===== config.mk =====
export PLATFORM = sky130hd
export DESIGN_NAME = fastlock_timer
export DESIGN_NICKNAME = d
export VERILOG_FILES = /design/src/rtl/fl_pkg.sv /design/src/rtl/fl_prescale.sv /design/src/rtl/fl_interval.sv /design/src/rtl/fl_drive.sv /design/src/rtl/fastlock_timer.sv
export SDC_FILE = /design/constraint.sdc
export NUM_CORES = 1
export LEC_CHECK = 0
export BUFFER_PORTS_ARGS = -buffer_cell sky130_fd_sc_hd__buf_2
export CAP_MARGIN = 5
export CORE_MARGIN = 2
export CORE_UTILIZATION = 47
export DETAILED_ROUTE_END_ITERATION = 8
export PLACE_DENSITY = 0.73
export SYNTH_ARGS = -nofsm -noshare
export SYNTH_HDL_FRONTEND = slang
export SYNTH_HIERARCHICAL = 1
export SYNTH_SLANG_ARGS = --single-unit
export TNS_END_PERCENT = 1

===== constraint.sdc =====
create_clock -name ref_clk -period 2.4 [get_ports ref_clk]
set_input_delay 0 -clock ref_clk [delete_from_list [all_inputs] [get_ports ref_clk]]
set_output_delay 0 -clock ref_clk [all_outputs]
set_load 0.02 [all_outputs]

===== src/rtl/fl_pkg.sv =====
package fl_pkg;

  typedef enum logic {
    ST_IDLE = 1'b0,
    ST_RUN  = 1'b1
  } run_st_e;

  // Compensation units contributed by a code value
  function automatic int unsigned comp_units(input int unsigned code,
                                             input int unsigned step);
    return code * step;
  endfunction

endpackage


===== src/rtl/fl_prescale.sv =====
module fl_prescale #(
  parameter int PRE_W = 6
) (
  input  logic ref_clk,
  input  logic rst_n,
  input  logic clr,
  input  logic en,
  output logic tick
);
  localparam logic [PRE_W-1:0] LAST = '1;

  logic [PRE_W-1:0] cnt_q, cnt_d;

  always_comb begin
    cnt_d = cnt_q;
    if (clr)     cnt_d = '0;
    else if (en) cnt_d = cnt_q + 1'b1;
  end

  assign tick = en && !clr && (cnt_q == LAST);

  always_ff @(posedge ref_clk or negedge rst_n) begin
    if (!rst_n) cnt_q <= '0;
    else        cnt_q <= cnt_d;
  end
endmodule


===== src/rtl/fl_interval.sv =====
module fl_interval
  import fl_pkg::*;
#(
  parameter int TGT_W = 8
) (
  input  logic             ref_clk,
  input  logic             rst_n,
  input  logic             start,
  input  logic             clr,
  input  logic             tick,
  input  logic [TGT_W-1:0] target,
  output logic             busy
);
  run_st_e          st_q, st_d;
  logic [TGT_W-1:0] units_q, units_d;
  logic [TGT_W-1:0] tgt_q;
  logic             tgt_en;
  logic [TGT_W-1:0] units_inc;

  assign units_inc = units_q + 1'b1;
  assign tgt_en    = start && !clr;

  always_comb begin
    st_d    = st_q;
    units_d = units_q;
    if (clr) begin
      st_d    = ST_IDLE;
      units_d = '0;
    end else if (start) begin
      st_d    = ST_RUN;
      units_d = '0;
    end else if (st_q == ST_RUN && tick) begin
      if (units_inc == tgt_q) begin
        st_d    = ST_IDLE;
        units_d = '0;
      end else begin
        units_d = units_inc;
      end
    end
  end

  always_ff @(posedge ref_clk or negedge rst_n) begin
    if (!rst_n) begin
      st_q    <= ST_IDLE;
      units_q <= '0;
    end else begin
      st_q    <= st_d;
      units_q <= units_d;
    end
  end

  always_ff @(posedge ref_clk or negedge rst_n) begin
    if (!rst_n)      tgt_q <= '0;
    else if (tgt_en) tgt_q <= target;
  end

  assign busy = (st_q == ST_RUN);
endmodule


===== src/rtl/fl_drive.sv =====
module fl_drive (
  input  logic busy,
  input  logic pwr_down,
  input  logic tmc_en,
  input  logic cs_hold,
  input  logic odsw_off,
  output logic cp_high,
  output logic sw_on
);
  always_comb begin
    cp_high = 1'b0;
    sw_on   = 1'b0;
    if (!pwr_down) begin
      cp_high = cs_hold | (tmc_en & busy);
      sw_on   = busy & ~odsw_off;
    end
  end
endmodule


===== src/rtl/fastlock_timer.sv =====
module fastlock_timer
  import fl_pkg::*;
#(
  parameter int PRE_W     = 6,
  parameter int TM_W      = 7,
  parameter int TMU_W     = 2,
  parameter int COMP_STEP = 5
) (
  input  logic             ref_clk,
  input  logic             rst_n,
  input  logic             load_stb,
  input  logic             pwr_down,
  input  logic [TM_W-1:0]  tm_val,
  input  logic [TMU_W-1:0] tmu_code,
  input  logic             tmc_en,
  input  logic             cs_hold,
  input  logic             odsw_off,
  output logic             cp_high,
  output logic             sw_on,
  output logic             busy
);
  localparam int TM_MAX   = (1 << TM_W) - 1;
  localparam int COMP_MAX = ((1 << TMU_W) - 1) * COMP_STEP;
  localparam int TGT_W    = $clog2(TM_MAX + COMP_MAX + 1);

  logic [TGT_W-1:0] comp, total;
  logic             start, pre_clr, tick;

  assign comp  = TGT_W'(comp_units(32'(tmu_code), COMP_STEP));
  assign total = TGT_W'(tm_val) + comp;
  assign start = load_stb && tmc_en && !pwr_down && (total != '0);
  assign pre_clr = pwr_down || start;

  fl_prescale #(.PRE_W(PRE_W)) u_pre (
    .ref_clk (ref_clk),
    .rst_n   (rst_n),
    .clr     (pre_clr),
    .en      (busy),
    .tick    (tick)
  );

  fl_interval #(.TGT_W(TGT_W)) u_ivl (
    .ref_clk (ref_clk),
    .rst_n   (rst_n),
    .start   (start),
    .clr     (pwr_down),
    .tick    (tick),
    .target  (total),
    .busy    (busy)
  );

  fl_drive u_drv (
    .busy     (busy),
    .pwr_down (pwr_down),
    .tmc_en   (tmc_en),
    .cs_hold  (cs_hold),
    .odsw_off (odsw_off),
    .cp_high  (cp_high),
    .sw_on    (sw_on)
  );
endmodule


==> key figures, run 1 <==
Clock network
  • Clk Latency, worst-skew pair: 310 ps
  • Htree depth: 1
  • CTS Buf Count: 3
  • Clock sink count: 23
  • Clk slew on worst S/H paths: 130 ps
  • Root Driver: clkbuf_4
  • Max clock buf depth: 2
  • CTS tree: built

Synth
  • Commonest cells in the netlist: dfrtp_1 (23), nor2_1 (16), nand3_1 (12), o21ai_0 (12)
  • Ys flop type: dfrtp_1
  • Post-synthesis sequential area ratio: 0.359
  • Mapped cell area: 1610 sq um
  • Yosys reg bits: 23
  • Mapped Nets: 195
  • Post-synthesis cell count: 168
  • Yosys warning total: 6
  • Syn Area/Cell: 9.56 sq um
  • Synth top area share: 0.359
  • Synth top area cells: dfrtp_1 (36%), ha_1 (7.8%), mux2_2 (5.6%), xor2_1 (5.5%), nand3_1 (3.7%)
  • Leading area contributor after synthesis: dfrtp_1
  • Post-synth EDFFs: 0
  • Asr flop ratio synth: 1.00
  • Distinct cell type count after synthesis: 45
  • Most common cell in the netlist: dfrtp_1

Timing
  • Fin crit share: 0.987
  • Setup-failing EPs final: 0
  • F_max: 422 MHz
  • Final hold viol count: 0
  • Final worst slack: 31.4 ps
  • Hold WS: 108 ps
  • Tmin final: 2370 ps
  • Pins Over Slew Limit: 0
  • Layout Skew: 10.3 ps
  • Setup TNS: 0 ps
  • Relative slew slack: 0.639
  • RSZ-0062 raised after global routing: yes
  • Worst Tran Pin Value: 541 ps

Drt
  • Total wire length: 3520 um
  • ANT nets after route: 0
  • Post-route DRC: 0
  • Routed WL per cell: 14.0 um
  • Initial DRC count: 91
  • Vias: 1411
  • TritonRoute pass-1 iters: 4
  • Vias per cell: 5.62

Flow run
  • Maxcap violations: 0

Place
  • Final Wtd Congestion: 0.783
  • Setup Slack @ Placement: -281 ps
  • IO buf count: 18
  • Detailed Place HPWL: 2600 um

GRT
  • Grt ovf: 0
  • Largest net degree at the start of global routing: 24
  • Total track usage: 0.186
  • Vias in the first global route: 1333
  • Initial antenna violation count: 0
  • First-pass GRT wire length: 5860 um

Finish
  • Layout cells sized above 1: 0.361
  • Utilization after layout: 0.622
  • Final Net Count: 233
  • Ant diodes: 0
  • Layout fillers: 289
  • Layout Area Growth over Synthesis: 28.4%

Critical path
  • Data arrival time of the worst path: 2550 ps
  • CP endpoint kind: flop
  • Critical path launch point: tmu_code[1]
  • Critical Path Sink: u_ivl/units_q[7]
  • Worst path required time: 2590 ps
  • R2r setup slk: 70 ps
  • RR Startpoint: u_ivl/units_q[0]
  • CP Class: in -> reg
  • CP max FO: 5
  • Worst R2R End: u_ivl/busy
  • Critical path startpoint category: input pin
  • R2r worst-path depth: 5

Floorplan
  • Die Width: 62.4 um
  • Core area: 3310 sq um
  • I/O pin cnt: 19
  • Die Y-Extent: 62.4 um
  • Starting Density: 0.485
  • Row cnt: 21
  • Die ar.: 3900 sq um

Power and ir drop
  • Max VDD drop: 216 uV
  • Pleak: 0.000887 uW
  • PwrDens: 458 nW/um^2

Hold path
  • Worst min path class: in -> reg

Run status
  • Outcome: finished clean
[worst min-delay path by stage]
| stage | slack (ps) | end | from | cells past startpoint |
|---|---|---|---|---|
| final | 110 | u_ivl/tgt_q[0] | tm_val[0] | 3 |
| after global routing | 120 | u_ivl/tgt_q[0] | tm_val[0] | 3 |
| after CTS | 100 | u_ivl/tgt_q[0] | tm_val[0] | 3 |
| after detailed placement | 3 | u_ivl/units_q[2] | rst_n | 1 |
| after global placement | 4 | u_ivl/tgt_q[5] | rst_n | 1 |
| after floorplan | -300 | u_ivl/busy | rst_n | 0 |
[through the flow]
stage,instances,total power (uW),area (sq um)
final,251,945,2060
after global routing,251,1010,2060
after CTS,247,944,1970
after detailed placement,241,763,1920
after global placement,241,752,1920
after floorplan,168,664,1710
[per-layer routing]
layer	track usage	part of all wire	up-vias
met2	0.321	0.51	32
met1	0.241	0.45	691
met3	0.0270	0.027	4
li1	-	-	684
met4	0.0583	0.010	0
met5	0	0	-
[placed cells by master (no fill, tap or decap), drive strengths merged, types with 2 or more instances in the layout]
| cell | synthesis | layout |
|---|---|---|
| clkbuf | 3 | 3 |
| dlygate4sd3 | 0 | 2 |
| xnor2 | 6 | 6 |
| nand3 | 12 | 12 |
| nor3 | 2 | 2 |
| dfrtp | 23 | 23 |
| nor4 | 2 | 2 |
| mux2i | 2 | 2 |
| and3 | 4 | 4 |
| mux2 | 8 | 8 |
| a211oi | 7 | 7 |
| a311oi | 2 | 2 |
| nand4 | 4 | 4 |
| buf | 3 | 35 |
| or3 | 3 | 3 |
| inv | 8 | 8 |
| ha | 10 | 10 |
| o21bai | 2 | 2 |
| o21ai | 13 | 13 |
| o211ai | 2 | 2 |
| a21oi | 5 | 5 |
| and2 | 1 | 3 |
| nand2 | 9 | 9 |
| xor2 | 10 | 10 |
| nor2 | 16 | 16 |
[timing repair]
| item | in CTS | in global routing |
|---|---|---|
| endpoints found under the setup margin | 0 | 6 |
| endpoints found under the hold margin | 24 | 0 |
| hold buffers | 2 | 0 |
| setup buffers | 0 | 2 |
| gates resized for setup | 0 | 13 |
[final cells by class]
type | count | area (sq um) | area share
inverters | 8 | 30.0 | 0.0146
repair buffers | 37 | 254 | 0.123
multi-input cells | 133 | 1120 | 0.542
clock buffers | 3 | 22.5 | 0.0109
well taps | 46 | 57.6 | 0.0279
clock inverters | 1 | 5.00 | 0.00243
flip-flops and latches | 23 | 576 | 0.279
[where the power goes]
| part | internal [uW] | switching (uW) | leakage (uW) | total (uW) |
|---|---|---|---|---|
| logic | 164 | 140 | 0.000563 | 303 |
| clock network | 62.1 | 114 | 0.0000177 | 176 |
| registers | 429 | 36.5 | 0.000307 | 465 |
[cells by family after synthesis]
family	Yosys count	share of synthesized area
xor+xnor	16	0.0873
simple gates	58	0.196
fa+ha+maj	11	0.0904
flops	23	0.359
compound gates	36	0.160
mux	10	0.0686
buf+inv	14	0.0390
[registers in the layout, indices dropped and copies added, names as in the netlist]
name	count
u_ivl/tgt_q	8
u_pre/cnt_q	6
u_ivl/busy	1
u_ivl/units_q	8
[worst max-delay path, cell delays in order]
cell and delay (ps):
buf_8 100, ha_4 260, ha_4 130, inv_2 30
fa_2 360, nand2b_4 160, a21oi_4 150, xor2_2 100
nor4_4 330, o21bai_4 130, nor3_4 260, and2_4 230
nand2_2 60, mux2i_1 170, a211oi_2 70
Note: power is estimated with default switching activity, not from simulation.
==> run 2: changes to the inputs <==
- GPL_TIMING_DRIVEN: default -> 0
==> key figures, run 2 (same netlist as run 1, synthesis figures left out) <==
Flow run
  • Maxcap violations: 0 (unchanged)

Clock network
  • Root Driver: clkbuf_4
  • CTS Buf Count: 3 (unchanged)
  • Htree depth: 1 (unchanged)
  • Max clock buf depth: 2 (unchanged)
  • Clk Latency, worst-skew pair: 310 ps (about the same)
  • Clk slew on worst S/H paths: 110 ps (-20 ps)
  • CTS tree: built
  • Clock sink count: 23 (unchanged)

GRT
  • Met1 GRT Util: 0.241 (unchanged)
  • Grt ovf: 0 (unchanged)
  • M2 GR Usage: 0.359 (+0.0376)
  • First-pass GRT wire length: 6200 um (+5.9%)
  • Vias in the first global route: 1409 (+5.7%)
  • Initial antenna violation count: 0 (unchanged)
  • M3 GR Usage: 0.0270 (unchanged)
  • Largest net degree at the start of global routing: 24 (unchanged)
  • Total track usage: 0.199 (+0.0127)
  • GR peak layer: met2

Timing
  • RSZ-0062 raised after global routing: yes
  • Tmin final: 2380 ps (+11.5 ps)
  • Setup-failing EPs final: 0 (unchanged)
  • Pins Over Slew Limit: 0 (unchanged)
  • Worst Tran Pin Value: 502 ps (-38.8 ps)
  • Setup TNS: 0 ps (unchanged)
  • Relative slew slack: 0.665 (+0.0259)
  • Layout Skew: 13.4 ps (+3.06 ps)
  • Final hold viol count: 0 (unchanged)
  • F_max: 420 MHz (-0.48%)
  • Fin crit share: 0.992 (+0.00478)

Hold path
  • Worst min path class: in -> reg

Floorplan
  • I/O pin cnt: 19 (unchanged)
  • Die Y-Extent: 62.4 um (unchanged)
  • Row cnt: 21 (unchanged)
  • Die ar.: 3900 sq um (unchanged)
  • Die Width: 62.4 um (unchanged)
  • Starting Density: 0.485 (unchanged)
  • Core area: 3310 sq um (unchanged)

Finish
  • Registers with the most flip-flops: u_ivl/tgt_q: 8 flops, u_ivl/units_q: 8 flops, u_pre/cnt_q: 6 flops
  • Utilization after layout: 0.627 (+0.00416)
  • Final Net Count: 230 (-1.3%)
  • Ant diodes: 0 (unchanged)
  • Layout cells sized above 1: 0.366 (+0.00536)
  • Layout Area Growth over Synthesis: 29.2%
  • Most frequent cells in the layout: dfrtp_1 (23), buf_2 (17), nor2_1 (14)
  • Most common cell after layout, fill and taps aside: dfrtp_1

Drt
  • Total wire length: 3510 um (-0.26%)
  • Post-route DRC: 0 (unchanged)
  • Vias: 1361 (-3.5%)
  • Routed WL per cell: 14.2 um (+0.95%)
  • Initial DRC count: 78 (-14%)
  • Vias per cell: 5.49 (-2.4%)
  • TritonRoute pass-1 iters: 4 (unchanged)
  • ANT nets after route: 0 (unchanged)

Power and ir drop
  • Internal power: 638 uW (-2.6%)
  • Clock group share of total power: 0.190 (+0.003)
  • Comb power frac: 0.303 (-0.018)
  • Pleak: 0.000878 uW (-1.1%)
  • P_sw: 293 uW (+0.82%)
  • Max VDD drop: 238 uV (+10%)
  • Sw frac: 0.315 (+0.00733)
  • Sequential share of power: 0.507 (+0.015)
  • PwrDens: 448 nW/um^2 (-2.2%)

Critical path
  • CP Class: in -> reg
  • Data arrival time of the worst path: 2580 ps (+30 ps)
  • Worst path most repeated cell: ha_4
  • CP endpoint kind: flop
  • CP max-delay cell: fa_2
  • Worst path required time: 2600 ps (about the same)
  • Worst path cell trace: buf_6, ha_4, ha_4, inv_2, fa_2, nand2b_4, a21oi_4, xor2_2, nor4_4, nor3_2, inv_1, nor2_4, mux2_2
  • Critical path startpoint category: input pin
  • CP max FO: 8 (+3)
  • Max stage delay on crit path: 410 ps (+50 ps)

Place
  • Detailed Place HPWL: 2610 um (+0.65%)
  • IO buf count: 18 (unchanged)
  • Final Wtd Congestion: 0.775 (-1.1%)

Run status
  • Outcome: finished clean
-- run 2: cell count changes in the layout (fill, tap and decap cells not counted), moves of 2 or more --
cell,previous run,this run
o21ai_2,0,2
a211oi_1,5,3
o21ai_1,5,8
buf_4,17,10
o21ai_0,8,3
a211oi_2,2,4
-- run 2: final cells by class --
class                           count  area [sq um]
Tap cell                           46          57.6
Timing Repair Buffer               30           218
Buffer                              6          65.1
Sequential cell                    23           576
Clock buffer                        3          22.5
Fill cell                         312          1240
Inverter                            8          30.0
Clock inverter                      1          5.00
Multi-Input combinational cell    131          1100
-- run 2: power by group through the flow --
stage | Combinational, uW | Clock (uW) | Sequential [uW]
after floorplan | 200 | 0 | 464
after global placement | 249 | 0 | 475
after detailed placement | 260 | 0 | 479
after CTS | 271 | 186 | 471
after global routing | 311 | 207 | 479
final | 282 | 176 | 472
-- run 2: repair_timing --
item | in CTS | in global routing
cloned | 1 | 0
gates resized for setup | 11 | 12
hold buffers | 2 | 0
setup buffers | 4 | 5
endpoints found under the setup margin | 8 | 14
pin swaps | 12 | 11
hold endpoints to repair | 24 | 0
-- run 2: stage by stage --
stage          cells  cell area [sq um]  power (uW)  hold slack [ps]  worst slack [ps]
2_1_floorplan    168               1710         664             -296              18.2
3_3_place_gp     232               1860         724            -7.26              -392
3_5_place_dp     232               1860         739            -3.26              -458
4_1_cts          243               2000         929             80.0              1.13
5_1_grt          248               2070         997             79.5             -87.7
6_report         248               2070         930             93.0              19.9
-- run 2: worst paths after layout --
path                             startpoint        endpoint  depth (start not counted)  slack [ps]
max                             tmu_code[1]  u_ivl/tgt_q[6]                         13          20
min                               tm_val[6]  u_ivl/tgt_q[7]                          3          90
max reg2reg                u_ivl/units_q[3]      u_ivl/busy                          6         190
min reg2reg                  u_ivl/tgt_q[7]  u_ivl/tgt_q[7]                          1         540
max in group asynchronous             rst_n  u_ivl/tgt_q[3]                          2        1880
min in group asynchronous             rst_n  u_ivl/tgt_q[1]                          2         170
-- run 2: critical path, delay by kind of cell --
| family | cells | cell delay (ps) |
|---|---|---|
| AOI/OAI and AO/OA | 1 | 160 |
| buffers and inverters | 3 | 280 |
| muxes | 1 | 370 |
| and+or+nand+nor | 4 | 740 |
| adders and majority gates | 3 | 800 |
| xor gates and xnor gates | 1 | 220 |
-- run 2: routing by layer --
metal / up-vias / part of all wire
li1: 682 / -
met1: 660 / 0.43
met2: 19 / 0.55
met3: 0 / 0.017
met4: 0 / 0
met5: - / 0
==> run 3: changes to the inputs <==
- CELL_PAD_IN_SITES_DETAIL_PLACEMENT: default -> 1
- CELL_PAD_IN_SITES_GLOBAL_PLACEMENT: default -> 2
- CORE_UTILIZATION: 47 -> 36
- PLACE_DENSITY: 0.73 -> 0.84
==> key figures, run 3 (same netlist as run 1, synthesis figures left out) <==
Place
  • IO buf count: 18 (unchanged)
  • Detailed Place HPWL: 3020 um (+16%)
  • Final Wtd Congestion: 0.738 (-4.7%)
  • Setup Slack @ Placement: -532 ps (-74.0 ps)
  • Placed cell count: 238 (+2.6%)

Drt
  • ANT nets after route: 0 (unchanged)
  • Total wire length: 4030 um (+15%)
  • Post-route DRC: 0 (unchanged)
  • Vias: 1378 (+1.2%)
  • Routed WL per cell: 16.3 um (+15%)
  • Vias per cell: 5.56 (+1.2%)
  • TritonRoute pass-1 iters: 4 (unchanged)
  • Initial DRC count: 36 (-54%)

Power and ir drop
  • PwrDens: 490 nW/um^2 (+9.3%)
  • Pleak: 0.000852 uW (-3.0%)
  • Max VDD drop: 282 uV (+18%)

Critical path
  • R2r worst-path depth: 5 (-1)
  • CP endpoint kind: flop
  • Worst R2R End: u_ivl/busy
  • CP max-delay cell: fa_2
  • Cell family with most CP delay: adder cells
  • Critical path depth: 14 (+1)
  • Critical Path Sink: u_ivl/tgt_q[2]
  • Number of buffers and inverters on the critical path: 4 (+1)
  • Worst path required time: 2550 ps (-50 ps)
  • Critical path startpoint category: input pin
  • CP max FO: 8 (unchanged)
  • CP Class: in -> reg
  • Worst path cell trace: buf_8, ha_4, ha_4, inv_2, fa_2, nand2b_4, a21oi_4, xor2_2, nor4_4, buf_4, nor3_4, inv_2, nor2_4, mux2_2
  • RR Startpoint: u_ivl/units_q[0]
  • Data arrival time of the worst path: 2630 ps (+50 ps)
  • Max stage delay on crit path: 420 ps (about the same)
  • Critical path launch point: tmu_code[1]
  • R2r setup slk: 20 ps (-170 ps)

Run status
  • Failing checks: setup timing
  • Outcome: finished, violations left

Floorplan
  • Die Y-Extent: 70.8 um (+13%)
  • Die ar.: 5010 sq um (+28%)
  • Row cnt: 24 (+14%)
  • Starting Density: 0.371 (-0.114)
  • Core area: 4320 sq um (+31%)
  • Die Width: 70.8 um (+13%)
  • I/O pin cnt: 19 (unchanged)

Finish
  • Most common cell after layout, fill and taps aside: dfrtp_1
  • Ant diodes: 0 (unchanged)
  • Final Net Count: 224 (-2.6%)
  • Final cell count without fillers: 248 (unchanged)
  • Layout cells sized above 1: 0.357 (-0.00919)
  • Registers with the most flip-flops: u_ivl/tgt_q: 8 flops, u_ivl/units_q: 8 flops, u_pre/cnt_q: 6 flops
  • Most frequent cells in the layout: dfrtp_1 (22), buf_2 (17), nor2_1 (14)
  • Utilization after layout: 0.470 (-0.157)
  • Layout Area Growth over Synthesis: 26.6%

Clock network
  • Clk slew on worst S/H paths: 80 ps (-30 ps)
  • Clk Latency, worst-skew pair: 270 ps (-40 ps)
  • Clock sink count: 23 (unchanged)
  • Htree depth: 1 (unchanged)
  • CTS tree: built
  • Max clock buf depth: 2 (unchanged)
  • CTS Buf Count: 3 (unchanged)
  • Root Driver: clkbuf_8

GRT
  • Grt ovf: 0 (unchanged)
  • Initial antenna violation count: 0 (unchanged)
  • Total track usage: 0.179 (-0.0202)
  • Vias in the first global route: 1518 (+7.7%)
  • Largest net degree at the start of global routing: 24 (unchanged)
  • First-pass GRT wire length: 7140 um (+15%)

Timing
  • Final worst slack: -76.0 ps (-95.9 ps)
  • Setup-failing EPs final: 10 (+10)
  • Worst Tran Pin Value: 591 ps (+88.8 ps)
  • F_max: 404 MHz (-3.9%)
  • Relative slew slack: 0.606 (-0.0592)
  • Fin crit share: 1.03 (+0.0400)
  • Layout Skew: 7.53 ps (-5.83 ps)
  • RSZ-0062 raised after global routing: yes
  • Final hold viol count: 0 (unchanged)
  • Tmin final: 2480 ps (+95.9 ps)
  • Pins Over Slew Limit: 0 (unchanged)

Flow run
  • Maxcap violations: 0 (unchanged)

Hold path
  • Worst min path class: in -> reg
  • Hold depth: 2 (-1)
## run 3: metal layers
metal	track usage	vias up	routed length, um
li1	-	664	-
met3	0.0271	5	69
met2	0.313	12	2060
met5	0	-	0
met4	0.0503	0	48
met1	0.230	697	1850
## run 3: where the power goes
part / switching, uW / internal (uW)
Combinational: 144 / 139
Sequential: 40.0 / 429
Clock: 127 / 116
Total: 311 / 684
## run 3: worst min-delay path by stage
| stage | from | to | slack (ps) |
|---|---|---|---|
| floorplan | rst_n | u_ivl/busy | -300 |
| global placement | rst_n | u_ivl/units_q[6] | 6 |
| detailed placement | rst_n | u_ivl/units_q[6] | 7 |
| CTS | pwr_down | u_ivl/busy | 40 |
| global route | pwr_down | u_ivl/busy | 70 |
| finish | pwr_down | u_ivl/busy | 70 |
## run 3: timing repair
action,4_1_cts,5_1_grt
hold buffers,1,0
cloned,1,0
gates resized for setup,11,11
setup buffers,4,0
setup endpoints to repair,17,17
hold endpoints to repair,23,0
pin swaps,12,7
## run 3: layout make-up
class / instances / area [sq um]
fill: 488 / 2290
buffer: 6 / 55.1
multi-input combinational: 131 / 1100
clock inverter: 1 / 5.00
timing repair buffer: 24 / 158
clock buffer: 3 / 41.3
sequential: 23 / 577
tap: 52 / 65.1
inverter: 8 / 30.0
## run 3: through the flow
stage	cell area, sq um	hold slack, ps	setup TNS [ps]	total power (uW)
floorplan	1710	-296	0	664
global placement	1870	5.63	-5010	726
detailed placement	1870	6.74	-6320	742
CTS	2000	41.4	-492	1000
global route	2030	73.1	-2970	1060
finish	2030	71.8	-541	996
